<file path="config.mk">
export PLATFORM = sky130hd
export DESIGN_NAME = sqb_manager
export DESIGN_NICKNAME = d
export VERILOG_FILES = /design/src/rtl/sqb_pkg.sv /design/src/rtl/sqb_queue.sv /design/src/rtl/sqb_pick.sv /design/src/rtl/sqb_manager.sv
export SDC_FILE = /design/constraint.sdc
export NUM_CORES = 1
export LEC_CHECK = 0
export ABC_AREA = 1
export BUFFER_PORTS_ARGS = -buffer_cell sky130_fd_sc_hd__buf_2
export CAP_MARGIN = 20
export CORE_MARGIN = 2
export CORE_UTILIZATION = 30
export DETAILED_ROUTE_END_ITERATION = 7
export PLACE_DENSITY = 0.56
export SYNTH_ARGS = -nofsm -noshare
export SYNTH_HDL_FRONTEND = slang
export SYNTH_SLANG_ARGS = --single-unit
</file>
<file path="constraint.sdc">
create_clock -name clk -period 13.73 [get_ports clk]
set_input_delay 0.6865 -clock clk [delete_from_list [all_inputs] [get_ports clk]]
set_output_delay 0.6865 -clock clk [all_outputs]
set_load 0.01 [all_outputs]
</file>
<file path="src/rtl/sqb_pkg.sv">
package sqb_pkg;

   typedef enum logic [2:0] {
      Q_IDLE,
      Q_PUSH_OWN,
      Q_POP_OWN,
      Q_PUSH_LENT,
      Q_POP_LENT,
      Q_EVICT
   } q_op_e;

   typedef enum logic [1:0] {
      RES_OWN   = 2'd0,
      RES_LENT  = 2'd1,
      RES_DROP  = 2'd2,
      RES_EVICT = 2'd3
   } res_e;

endpackage

</file>
<file path="src/rtl/sqb_queue.sv">
module sqb_queue
   import sqb_pkg::*;
#(
   parameter int DEPTH = 6,
   parameter int IDW   = 8,
   parameter int CW    = $clog2(DEPTH + 1)
) (
   input  logic           clk,
   input  logic           rst_n,
   input  q_op_e          op,
   input  logic [IDW-1:0] wr_id,
   output logic [CW-1:0]  own_cnt,
   output logic [CW-1:0]  lent_cnt,
   output logic [IDW-1:0] head_id,
   output logic [IDW-1:0] lent_old_id,
   output logic [IDW-1:0] lent_new_id
);

   localparam logic [CW-1:0] ONE = CW'(1);

   if (DEPTH < 2) begin : g_bad_depth
      $error("sqb_queue: DEPTH must be at least 2");
   end

   logic [IDW-1:0] slot [DEPTH];
   logic [CW-1:0]  own_q, lent_q;

   assign own_cnt     = own_q;
   assign lent_cnt    = lent_q;
   assign head_id     = slot[0];
   assign lent_old_id = slot[DEPTH-1];

   always_comb begin
      lent_new_id = '0;
      for (int k = 0; k < DEPTH; k++) begin
         if (lent_q != '0 && k == DEPTH - int'(lent_q)) lent_new_id = slot[k];
      end
   end

   always_ff @(posedge clk) begin
      if (!rst_n) begin
         own_q  <= '0;
         lent_q <= '0;
         for (int k = 0; k < DEPTH; k++) slot[k] <= '0;
      end else begin
         unique case (op)
            Q_PUSH_OWN: begin
               own_q <= own_q + ONE;
               for (int k = 0; k < DEPTH; k++)
                  if (k == int'(own_q)) slot[k] <= wr_id;
            end
            Q_POP_OWN: begin
               own_q <= own_q - ONE;
               for (int k = 0; k < DEPTH - 1; k++)
                  if (k + 1 < int'(own_q)) slot[k] <= slot[k+1];
            end
            Q_PUSH_LENT: begin
               lent_q <= lent_q + ONE;
               for (int k = 0; k < DEPTH; k++)
                  if (k == DEPTH - 1 - int'(lent_q)) slot[k] <= wr_id;
            end
            Q_POP_LENT: begin
               lent_q <= lent_q - ONE;
               for (int k = 1; k < DEPTH; k++)
                  if (k > DEPTH - int'(lent_q)) slot[k] <= slot[k-1];
            end
            Q_EVICT: begin
               own_q  <= own_q + ONE;
               lent_q <= lent_q - ONE;
               for (int k = 0; k < DEPTH; k++)
                  if (k == int'(own_q)) slot[k] <= wr_id;
            end
            default: ;
         endcase
      end
   end

   // owner and lent cells together never exceed the queue depth
   p_no_overflow_r3: assert property (@(posedge clk) disable iff (!rst_n)
      (int'(own_q) + int'(lent_q)) <= DEPTH);

   // an owner pop is only issued when the owner region holds a cell
   p_pop_own_nonempty_r8: assert property (@(posedge clk) disable iff (!rst_n)
      op == Q_POP_OWN |-> own_q != '0);

   // a lent pop is only issued when lent cells are present
   p_pop_lent_nonempty_r11: assert property (@(posedge clk) disable iff (!rst_n)
      op == Q_POP_LENT |-> lent_q != '0);

   // an overwrite needs a full queue with a lent cell in it
   p_evict_needs_lent_r6: assert property (@(posedge clk) disable iff (!rst_n)
      op == Q_EVICT |-> (lent_q != '0) && (int'(own_q) + int'(lent_q) == DEPTH));

endmodule

</file>
<file path="src/rtl/sqb_pick.sv">
module sqb_pick #(
   parameter int NPORTS = 4,
   parameter int CW     = 3,
   parameter int PW     = $clog2(NPORTS)
) (
   input  logic                 clk,
   input  logic                 rst_n,
   input  logic [NPORTS*CW-1:0] occ_flat,
   input  logic [NPORTS-1:0]    eligible,
   output logic                 found,
   output logic [PW-1:0]        pick
);

   logic [CW-1:0] best;

   always_comb begin
      found = 1'b0;
      pick  = '0;
      best  = '1;
      for (int i = 0; i < NPORTS; i++) begin
         if (eligible[i] && (!found || occ_flat[i*CW +: CW] < best)) begin
            found = 1'b1;
            pick  = PW'(i);
            best  = occ_flat[i*CW +: CW];
         end
      end
   end

   // a chosen lender is always one of the eligible queues
   p_pick_eligible_r4: assert property (@(posedge clk) disable iff (!rst_n)
      found |-> eligible[pick]);

   // nothing is chosen only when no queue qualifies
   p_none_means_empty_r4: assert property (@(posedge clk) disable iff (!rst_n)
      !found |-> eligible == '0);

endmodule

</file>
<file path="src/rtl/sqb_manager.sv">
module sqb_manager
   import sqb_pkg::*;
#(
   parameter int NPORTS = 4,
   parameter int DEPTH  = 6,
   parameter int IDW    = 8,
   localparam int PW    = $clog2(NPORTS),
   localparam int CW    = $clog2(DEPTH + 1)
) (
   input  logic                 clk,
   input  logic                 rst_n,
   input  logic                 arr_valid,
   input  logic [PW-1:0]        arr_port,
   input  logic [IDW-1:0]       arr_id,
   input  logic                 deq_valid,
   input  logic [PW-1:0]        deq_port,
   output logic                 res_valid,
   output logic [1:0]           res_code,
   output logic [PW-1:0]        res_queue,
   output logic [IDW-1:0]       res_evict_id,
   output logic                 deq_done,
   output logic                 deq_hit,
   output logic [IDW-1:0]       deq_id,
   output logic [NPORTS*CW-1:0] own_cnt,
   output logic [NPORTS*CW-1:0] lent_cnt,
   output logic [NPORTS-1:0]    link_valid,
   output logic [NPORTS*PW-1:0] link_lender
);

   localparam int SW = $clog2(NPORTS * DEPTH + 1);

   if (NPORTS < 3) begin : g_bad_ports
      $error("sqb_manager: NPORTS must be at least 3");
   end
   if (IDW < 1) begin : g_bad_idw
      $error("sqb_manager: IDW must be at least 1");
   end

   // queue storage
   q_op_e          q_op     [NPORTS];
   logic [CW-1:0]  own_c    [NPORTS];
   logic [CW-1:0]  lent_c   [NPORTS];
   logic [CW-1:0]  occ      [NPORTS];
   logic [IDW-1:0] head     [NPORTS];
   logic [IDW-1:0] lent_old [NPORTS];
   logic [IDW-1:0] lent_new [NPORTS];
   logic [NPORTS*CW-1:0] occ_flat;

   for (genvar q = 0; q < NPORTS; q++) begin : g_queue
      sqb_queue #(.DEPTH(DEPTH), .IDW(IDW), .CW(CW)) i_queue (
         .clk         (clk),
         .rst_n       (rst_n),
         .op          (q_op[q]),
         .wr_id       (arr_id),
         .own_cnt     (own_c[q]),
         .lent_cnt    (lent_c[q]),
         .head_id     (head[q]),
         .lent_old_id (lent_old[q]),
         .lent_new_id (lent_new[q])
      );
      assign occ[q]                = own_c[q] + lent_c[q];
      assign occ_flat[q*CW +: CW]  = occ[q];
      assign own_cnt[q*CW +: CW]   = own_c[q];
      assign lent_cnt[q*CW +: CW]  = lent_c[q];
   end

   // lending links
   logic          link_v_q [NPORTS];
   logic [PW-1:0] link_l_q [NPORTS];
   logic          link_v_d [NPORTS];
   logic [PW-1:0] link_l_d [NPORTS];
   logic [NPORTS-1:0] busy, eligible;
   logic          pick_found;
   logic [PW-1:0] pick_idx;

   always_comb begin
      busy = '0;
      for (int p = 0; p < NPORTS; p++)
         for (int j = 0; j < NPORTS; j++)
            if (link_v_q[p] && int'(link_l_q[p]) == j) busy[j] = 1'b1;
   end

   always_comb begin
      for (int j = 0; j < NPORTS; j++)
         eligible[j] = (j != int'(arr_port)) && (occ[j] < CW'(DEPTH)) && !busy[j];
   end

   sqb_pick #(.NPORTS(NPORTS), .CW(CW), .PW(PW)) i_pick (
      .clk      (clk),
      .rst_n    (rst_n),
      .occ_flat (occ_flat),
      .eligible (eligible),
      .found    (pick_found),
      .pick     (pick_idx)
   );

   // arrival / dequeue decision
   res_e           code_d;
   logic [PW-1:0]  resq_d;
   logic [IDW-1:0] evict_d;
   logic           deq_take, hit_d;
   logic [IDW-1:0] did_d;

   always_comb begin
      int ap, dp, ln;
      ap       = int'(arr_port);
      dp       = int'(deq_port);
      ln       = 0;
      code_d   = RES_DROP;
      resq_d   = arr_port;
      evict_d  = '0;
      deq_take = deq_valid && !arr_valid;
      hit_d    = 1'b0;
      did_d    = '0;
      for (int q = 0; q < NPORTS; q++) begin
         q_op[q]     = Q_IDLE;
         link_v_d[q] = link_v_q[q];
         link_l_d[q] = link_l_q[q];
      end
      if (arr_valid) begin
         if (link_v_q[ap]) begin
            ln = int'(link_l_q[ap]);
            if (occ[ln] < CW'(DEPTH)) begin
               q_op[ln] = Q_PUSH_LENT;
               code_d   = RES_LENT;
               resq_d   = link_l_q[ap];
            end
         end else if (occ[ap] < CW'(DEPTH)) begin
            q_op[ap] = Q_PUSH_OWN;
            code_d   = RES_OWN;
         end else if (lent_c[ap] != '0) begin
            q_op[ap] = Q_EVICT;
            code_d   = RES_EVICT;
            evict_d  = lent_new[ap];
            if (lent_c[ap] == CW'(1))
               for (int q = 0; q < NPORTS; q++)
                  if (link_v_q[q] && link_l_q[q] == arr_port) link_v_d[q] = 1'b0;
         end else if (pick_found) begin
            q_op[int'(pick_idx)] = Q_PUSH_LENT;
            code_d       = RES_LENT;
            resq_d       = pick_idx;
            link_v_d[ap] = 1'b1;
            link_l_d[ap] = pick_idx;
         end
      end else if (deq_valid) begin
         if (own_c[dp] != '0) begin
            q_op[dp] = Q_POP_OWN;
            hit_d    = 1'b1;
            did_d    = head[dp];
         end else if (link_v_q[dp]) begin
            ln       = int'(link_l_q[dp]);
            q_op[ln] = Q_POP_LENT;
            hit_d    = 1'b1;
            did_d    = lent_old[ln];
            if (lent_c[ln] == CW'(1)) link_v_d[dp] = 1'b0;
         end
      end
   end

   // registered state and results
   res_e res_code_q;

   always_ff @(posedge clk) begin
      if (!rst_n) begin
         for (int q = 0; q < NPORTS; q++) begin
            link_v_q[q] <= 1'b0;
            link_l_q[q] <= '0;
         end
         res_valid    <= 1'b0;
         res_code_q   <= RES_OWN;
         res_queue    <= '0;
         res_evict_id <= '0;
         deq_done     <= 1'b0;
         deq_hit      <= 1'b0;
         deq_id       <= '0;
      end else begin
         for (int q = 0; q < NPORTS; q++) begin
            link_v_q[q] <= link_v_d[q];
            link_l_q[q] <= link_l_d[q];
         end
         res_valid    <= arr_valid;
         res_code_q   <= code_d;
         res_queue    <= resq_d;
         res_evict_id <= evict_d;
         deq_done     <= deq_take;
         deq_hit      <= hit_d;
         deq_id       <= did_d;
      end
   end

   assign res_code = res_code_q;

   for (genvar p = 0; p < NPORTS; p++) begin : g_link_out
      assign link_valid[p]           = link_v_q[p];
      assign link_lender[p*PW +: PW] = link_l_q[p];
   end

   // totals used by the checks below
   logic [SW-1:0] own_sum, lent_sum;
   always_comb begin
      own_sum  = '0;
      lent_sum = '0;
      for (int q = 0; q < NPORTS; q++) begin
         own_sum  = own_sum + SW'(own_c[q]);
         lent_sum = lent_sum + SW'(lent_c[q]);
      end
   end

   // each queue has at most one borrower
   for (genvar j = 0; j < NPORTS; j++) begin : g_one_borrower
      logic [NPORTS-1:0] brw;
      always_comb
         for (int p = 0; p < NPORTS; p++)
            brw[p] = link_v_q[p] && int'(link_l_q[p]) == j;
      p_one_borrower_r7: assert property (@(posedge clk) disable iff (!rst_n)
         $onehot0(brw));
   end

   // an active link always points at another queue holding lent cells
   for (genvar p = 0; p < NPORTS; p++) begin : g_link_chk
      p_link_target_r5: assert property (@(posedge clk) disable iff (!rst_n)
         link_v_q[p] |-> (int'(link_l_q[p]) != p) && (lent_c[link_l_q[p]] != '0));
   end

   // an own result adds exactly one owner cell
   p_own_grows_r2: assert property (@(posedge clk) disable iff (!rst_n)
      res_valid && res_code_q == RES_OWN |->
         own_sum == $past(own_sum) + SW'(1) && $stable(lent_sum));

   // a drop leaves every count unchanged
   p_drop_stable_r3: assert property (@(posedge clk) disable iff (!rst_n)
      res_valid && res_code_q == RES_DROP |-> $stable(own_sum) && $stable(lent_sum));

   // an overwrite turns one lent cell into an owner cell
   p_evict_moves_r6: assert property (@(posedge clk) disable iff (!rst_n)
      res_valid && res_code_q == RES_EVICT |->
         own_sum == $past(own_sum) + SW'(1) && lent_sum == $past(lent_sum) - SW'(1));

   // a dequeue miss changes no count
   p_miss_stable_r9: assert property (@(posedge clk) disable iff (!rst_n)
      deq_done && !deq_hit |-> $stable(own_sum) && $stable(lent_sum));

endmodule

</file>
After elaboration in Yosys (flattened, before gate mapping)
Memories as Yosys holds them, arrays and structs flattened. Index checks and enable logic that the tools add are counted.

RAM bits: 204. Memories kept: 6. Flip-flop bits (word level): 47.

Memories: g_queue[0].i_queue.slot (depth 6, bits a word 8, rd ports 6, clocked after Yosys merged registers in 0, wr ports 6, RTL line sqb_queue.sv:25) `logic [IDW-1:0] slot [DEPTH];`; g_queue[1].i_queue.slot (depth 6, bits a word 8, rd ports 6, clocked after Yosys merged registers in 0, wr ports 6, RTL line sqb_queue.sv:25); g_queue[2].i_queue.slot (depth 6, bits a word 8, rd ports 6, clocked after Yosys merged registers in 0, wr ports 6, RTL line sqb_queue.sv:25); g_queue[3].i_queue.slot (depth 6, bits a word 8, rd ports 6, clocked after Yosys merged registers in 0, wr ports 6, RTL line sqb_queue.sv:25); link_l_q (depth 4, bits a word 2, rd ports 6, clocked after Yosys merged registers in 0, wr ports 4, RTL line sqb_manager.sv:69) `logic [PW-1:0] link_l_q [NPORTS];`; link_v_q (depth 4, bits a word 1, rd ports 6, clocked after Yosys merged registers in 0, wr ports 4, RTL line sqb_manager.sv:68) `logic link_v_q [NPORTS];`.

Multiplexer cells: 689. Equal/unequal tests: 101. $add $sub $neg: 28. Order comparisons: 59. Bitwise operators: 132. Reduce and logical (&&, ||, !) cells: 114.

Operator list (number): $mux 8 (149); $eq 3x32->1 const A (16); $eq 4x32->1 const A (16); $mux 1 (459); $eq 2x32->1 const A (8); $gt 3x32->1 const A (8); $gt 4x32->1 const A (8); $logic_not 32->1 (8); $ge 32x3->1 const B (5); $lt 32x1->1 const B (5); $not 2->32 (5); $gt 2x32->1 const A (4); $or 1x1->1 (120); $mux 12 (7); $logic_and 1x1->1 (61); $mux 3 (18); $bmux 8 s2 (3); $eq 3x3->1 const A (16); $pmux 3 s2 (8); $mux 4 (10); $mux 2 (19); $sub 3x3->4 const A (8); $bmux 3 s2 (5); $demux 3 s2 (5); 35 further kinds (152).

Depth between registers and ports, before layout
An unclocked memory read counts as a cell.

Word-level depth: 41. Depth in mapped cells: 41. Gate-level depth less buffers: 41.

Modules after synthesis
Synthesis repeated with hierarchy kept, for this count alone.

Cell total of the unflattened synthesis: 2886. Area total of the unflattened synthesis: 20323.2 sq um.

Modules (own cells, without submodules): sqb_queue (g_queue[3].i_queue) (sequential area each 1561.5 sq um, cells each 584, instances 1, area each 4281.6 sq um); sqb_queue (g_queue[2].i_queue) (sequential area each 1561.5 sq um, cells each 558, instances 1, area each 4057.6 sq um); sqb_queue (g_queue[0].i_queue) (sequential area each 1561.5 sq um, cells each 545, instances 1, area each 4012.6 sq um); sqb_queue (g_queue[1].i_queue) (sequential area each 1561.5 sq um, cells each 512, instances 1, area each 3940.0 sq um); sqb_manager (sequential area each 730.7 sq um, cells each 629, instances 1, area each 3727.3 sq um); sqb_pick (sequential area each 0.0 sq um, cells each 58, instances 1, area each 304.0 sq um).

Worst setup path after synthesis
Ideal clock, no wire load.

Kind: register to register. Start point: reg g_queue[0].i_queue.lent_q[0]. End point: mem g_queue[1].i_queue.slot[4][0], in the netlist g_queue[1].i_queue.slot[0][32] (enable). Clock period less this slack: 4.826 ns. Stages on the path, launching flop included: 35. Arrival time: 4.492 ns. Path buffers: 0. Slack: 8.904 ns. Cells stage by stage: dfxtp_1 -> ha_1 -> fa_1 -> inv_1 -> nand2_1 -> nand2_1 -> nand2_1 -> nand3_2 -> nand2_1 -> a21oi_1 -> ha_1 -> a21oi_1 -> nand2_1 -> nand2_2 -> nand2_4 -> o21ai_0 -> ha_1 -> a21oi_1 -> nand2_1 -> nand2_2 -> nand2_2 -> nand2_1 -> o21ai_0 -> ha_1 -> nand2_1 -> inv_1 -> nand2_1 -> nand2_1 -> nand2_2 -> nand2_2 -> nand4_1 -> nand2_2 -> nand4_1 -> nand4_2 -> nand2b_1.

RTL lines: from (decl) (RTL line sqb_queue.sv:26) `logic [CW-1:0] own_q, lent_q;`; from (signal assigned) (RTL line sqb_queue.sv:58) `lent_q <= lent_q + ONE;`; from (signal assigned) (RTL line sqb_queue.sv:63) `lent_q <= lent_q - ONE;`; from (signal assigned) (RTL line sqb_queue.sv:69) `lent_q <= lent_q - ONE;`; to (decl) (RTL line sqb_queue.sv:25).

==> flow_metrics.tcl <==
set metrics [dict create \
    synthesis.instances 2594 \
    synth_flop_cell "sky130_fd_sc_hd__edfxtp_1" \
    crit_required_ns 13.97 \
    synth.lib_cells_used.distinct 60 \
    synth_edf_count 195 \
    timing.final.max_slew_violations 0 \
    gp_congestion 0.982 \
    slowest_delay_ns 0.63 \
    maxCapViolations 0 \
    via_per_inst 5.56 \
    grt_start_max_net_pins 42 \
    postRouteAntennaNets 0 \
    report.final.setup_viol 0 \
    rsz0062_at_grt "no" \
    vdd_drop_max_mv 0.101 \
    rows 92 \
    firstDrtPassIters 6 \
    time_the_final_worst_path_needs_with_i_o_delays_and_setup_ns 5.67 \
    synth.ff_latch_count 251 \
    synth_sequential_area_ratio 0.367 \
    finalCritPeriodShare 0.413 \
    fin_setup_tns_ns 0 \
    cts.hold.buffers_added 0 \
    tightestPinTransition_ns 1.18 \
    hold_path.class "in -> reg" \
    drc 0 \
    post_cts_resize_count 0 \
    max_clock_freq_mhz 176 \
    groute.usage.overall 0.235 \
    clk_pin_slew_worst_paths_ns 0.06 \
    worst_setup_path_startpoint "g_queue[1].i_queue.lent_cnt[0]" \
    element_type_at_the_critical_path_end "flop" \
    rr_startpoint "g_queue[1].i_queue.lent_cnt[0]" \
    layout-area-overhead-vs-synth_pct 11.0 \
    finalWirelength_um 79700 \
    cp-start-kind "flop" \
    global_route_wire_length_before_repair_um 117000 \
    timing.critical_path.arrival_ns 5.91 \
    die_area_um2 65400 \
    cts_tree "yes" \
    final_layout_size_suffix_gt1_frac 0.0862 \
    power_density_nw_per_um2 100 \
    tritoncts.num_buffers 31 \
    cts_num_sinks 251 \
    timing.critical_path.slowest_stage_cell "sky130_fd_sc_hd__dfxtp_1" \
    timing.hold.worst.start "rst_n" \
    buffer_ports.inserted 74 \
    critical_path_peak_fanout 13 \
    initial_core_util 0.302 \
    status "finished, final reports clean" \
    synth_largest_area_cell "sky130_fd_sc_hd__edfxtp_1" \
    grt_pass1_vias 17600 \
    dr_total_vias 19400 \
    floorplan.io_pins 75 \
    routed_wire_length_per_instance_um 22.8 \
    placed_cell_area_um2 20100 \
    post-route-util 0.335 \
    synth_top_area_frac 0.308 \
    design.core.area_um2 62900 \
    place_worst_setup_slack_ns 8.11 \
    critical_path.most_common_cell "sky130_fd_sc_hd__nand2_1" \
    static-leakage-power_nw 9.24 \
    synth.most_common_cell "sky130_fd_sc_hd__nand2_1" \
    antenna_cells 0 \
    postLayoutSetupSlackWorst_ns 8.06 \
    htree_num_levels 1 \
    die-width_um 256 \
    worst_skew_pair.late_latency_ns 0.60 \
    worst_slew_slack_as_a_fraction_of_its_limit 0.215 \
    antenna_found_initial 2 \
    postCtsSetupRepairBufs 0 \
    syn-num-nets 2690 \
    timing.clock.skew_ns 0.0285 \
    clock_path_buffers 3 \
    dp.final_hpwl_um 60200 \
    floorplan.die.height_um 256 \
    cts-root-buf "sky130_fd_sc_hd__clkbuf_16" \
    synthesis.yosys.warnings 0 \
    number_of_hold_slack_violations_in_the_final_timing_report 0 \
    place.detailed.instances 3434 \
    mapped_cell_area_um2 19000 \
    nets 2717 \
    synth_area_leaders "sky130_fd_sc_hd__edfxtp_1 (31%), sky130_fd_sc_hd__o21ai_0 (9.4%), sky130_fd_sc_hd__nand2_1 (9.0%), sky130_fd_sc_hd__inv_1 (8.4%), sky130_fd_sc_hd__dfxtp_1 (5.9%)" \
    first_iter_violations 2595 \
    cp_top_family "simple AND/OR/NAND/NOR gates" \
    async_reset_ff_frac 0 \
    syn-mean-instance-area_um2 7.32 \
    grt.overflow.total 0 \
    worst-setup-path-type "reg -> reg" \
    layoutNonFillerInstCount 3491 \
    synth_top_cells_by_count "sky130_fd_sc_hd__nand2_1 (453), sky130_fd_sc_hd__inv_1 (424), sky130_fd_sc_hd__o21ai_0 (358), sky130_fd_sc_hd__edfxtp_1 (195), sky130_fd_sc_hd__a21oi_1 (182)" \
    critPathBufInv 3 \
    finish.instance_area_um2 21100 \
]
-- state kept, by name, indices dropped and copies added, names as in the netlist --
name	cells
res_queue	2
deq_id	8
g_queue.i_queue.own_cnt	12
link_v_q	4
deq_hit	1
res_code	2
res_evict_id	8
g_queue.i_queue.slot	192
deq_done	1
link_l_q	8
g_queue.i_queue.lent_cnt	12
res_valid	1
-- where the power goes --
group / internal (mW) / switching, mW / total [mW]
Sequential: 0.860 / 0.0606 / 0.920
Combinational: 0.109 / 0.307 / 0.415
Clock: 0.433 / 0.340 / 0.772
Total: 1.40 / 0.707 / 2.11
-- final cells by class --
type	instances	area (um^2)
tap	846	1060
fill	6798	41800
sequential	251	6980
multi-input combinational	1798	9940
inverter	453	1710
clock buffer	41	845
timing repair buffer	86	463
clock inverter	16	98.8
-- worst min-delay path: cells and delay by family --
family / cells / cell delay, ns
AO/OA/AOI/OAI: 2 / 0.16
buffers and inverters: 1 / 0.23
-- through the flow --
stage / total power, mW / hold WS (ns)
3_3_place_gp: 1.34 / 0.525
3_5_place_dp: 1.34 / 0.556
2_1_floorplan: 1.17 / 0.538
4_1_cts: 2.11 / 0.508
6_report: 2.11 / 0.536
5_1_grt: 2.19 / 0.544
-- path summary, 6_finish.rpt --
kind	to	slack (ns)	cells after the start
setup / recovery	g_queue[0].i_queue.slot[0][9]	8.06	31
hold / removal	g_queue[3].i_queue.lent_cnt[0]	0.54	3
setup reg to reg	g_queue[0].i_queue.slot[0][9]	8.06	31
hold reg to reg	g_queue[0].i_queue.own_cnt[0]	0.57	1
-- kinds of logic (layout without fill, tap and decap cells) --
group / after synthesis / count (layout) / synth area share
AO/OA/AOI/OAI: 815 / 815 / 0.252
XOR/XNOR: 15 / 15 / 0.00692
adder cells (fa/ha/maj): 80 / 80 / 0.0558
buffers and inverters: 545 / 596 / 0.110
flip-flops: 251 / 251 / 0.367
AND/OR/NAND/NOR: 888 / 888 / 0.208
-- per-layer routing --
layer  global-route usage  vias up  part of all wire
met5                    0        -                 0
met3               0.0406      206             0.096
li1                     -     8999                 -
met2                0.365     1131              0.44
met1                0.323     9091              0.42
met4               0.0965        0             0.048
-- placed cells by master (no fill, tap or decap), types with 5 or more instances in the layout --
cell                        instances
sky130_fd_sc_hd__a211oi_1          24
sky130_fd_sc_hd__a21oi_1          182
sky130_fd_sc_hd__a221oi_1           5
sky130_fd_sc_hd__a22o_1             7
sky130_fd_sc_hd__a22oi_1           22
sky130_fd_sc_hd__a31oi_1           17
sky130_fd_sc_hd__buf_2             73
sky130_fd_sc_hd__buf_4             13
sky130_fd_sc_hd__clkbuf_1           8
sky130_fd_sc_hd__clkbuf_16         32
sky130_fd_sc_hd__clkinv_1           9
sky130_fd_sc_hd__clkinv_2           8
sky130_fd_sc_hd__dfxtp_1           56
sky130_fd_sc_hd__edfxtp_1         195
sky130_fd_sc_hd__fa_1               8
sky130_fd_sc_hd__ha_1              72
sky130_fd_sc_hd__inv_1            424
sky130_fd_sc_hd__inv_2             19
sky130_fd_sc_hd__nand2_1          453
sky130_fd_sc_hd__nand2_2           12
sky130_fd_sc_hd__nand3_1          106
sky130_fd_sc_hd__nand3_2           17
sky130_fd_sc_hd__nand4_1           42
sky130_fd_sc_hd__nand4_2            5
sky130_fd_sc_hd__nor2_1           175
sky130_fd_sc_hd__nor2_2            18
sky130_fd_sc_hd__nor3_1            37
sky130_fd_sc_hd__o2111ai_1          5
sky130_fd_sc_hd__o211ai_1          94
sky130_fd_sc_hd__o21ai_0          358
sky130_fd_sc_hd__o221ai_1          14
sky130_fd_sc_hd__o22ai_1           43
sky130_fd_sc_hd__o311ai_0           7
sky130_fd_sc_hd__o31ai_1            6
sky130_fd_sc_hd__xnor2_1            7
sky130_fd_sc_hd__xor2_1             8
Note: power is estimated with default switching activity, not from simulation.
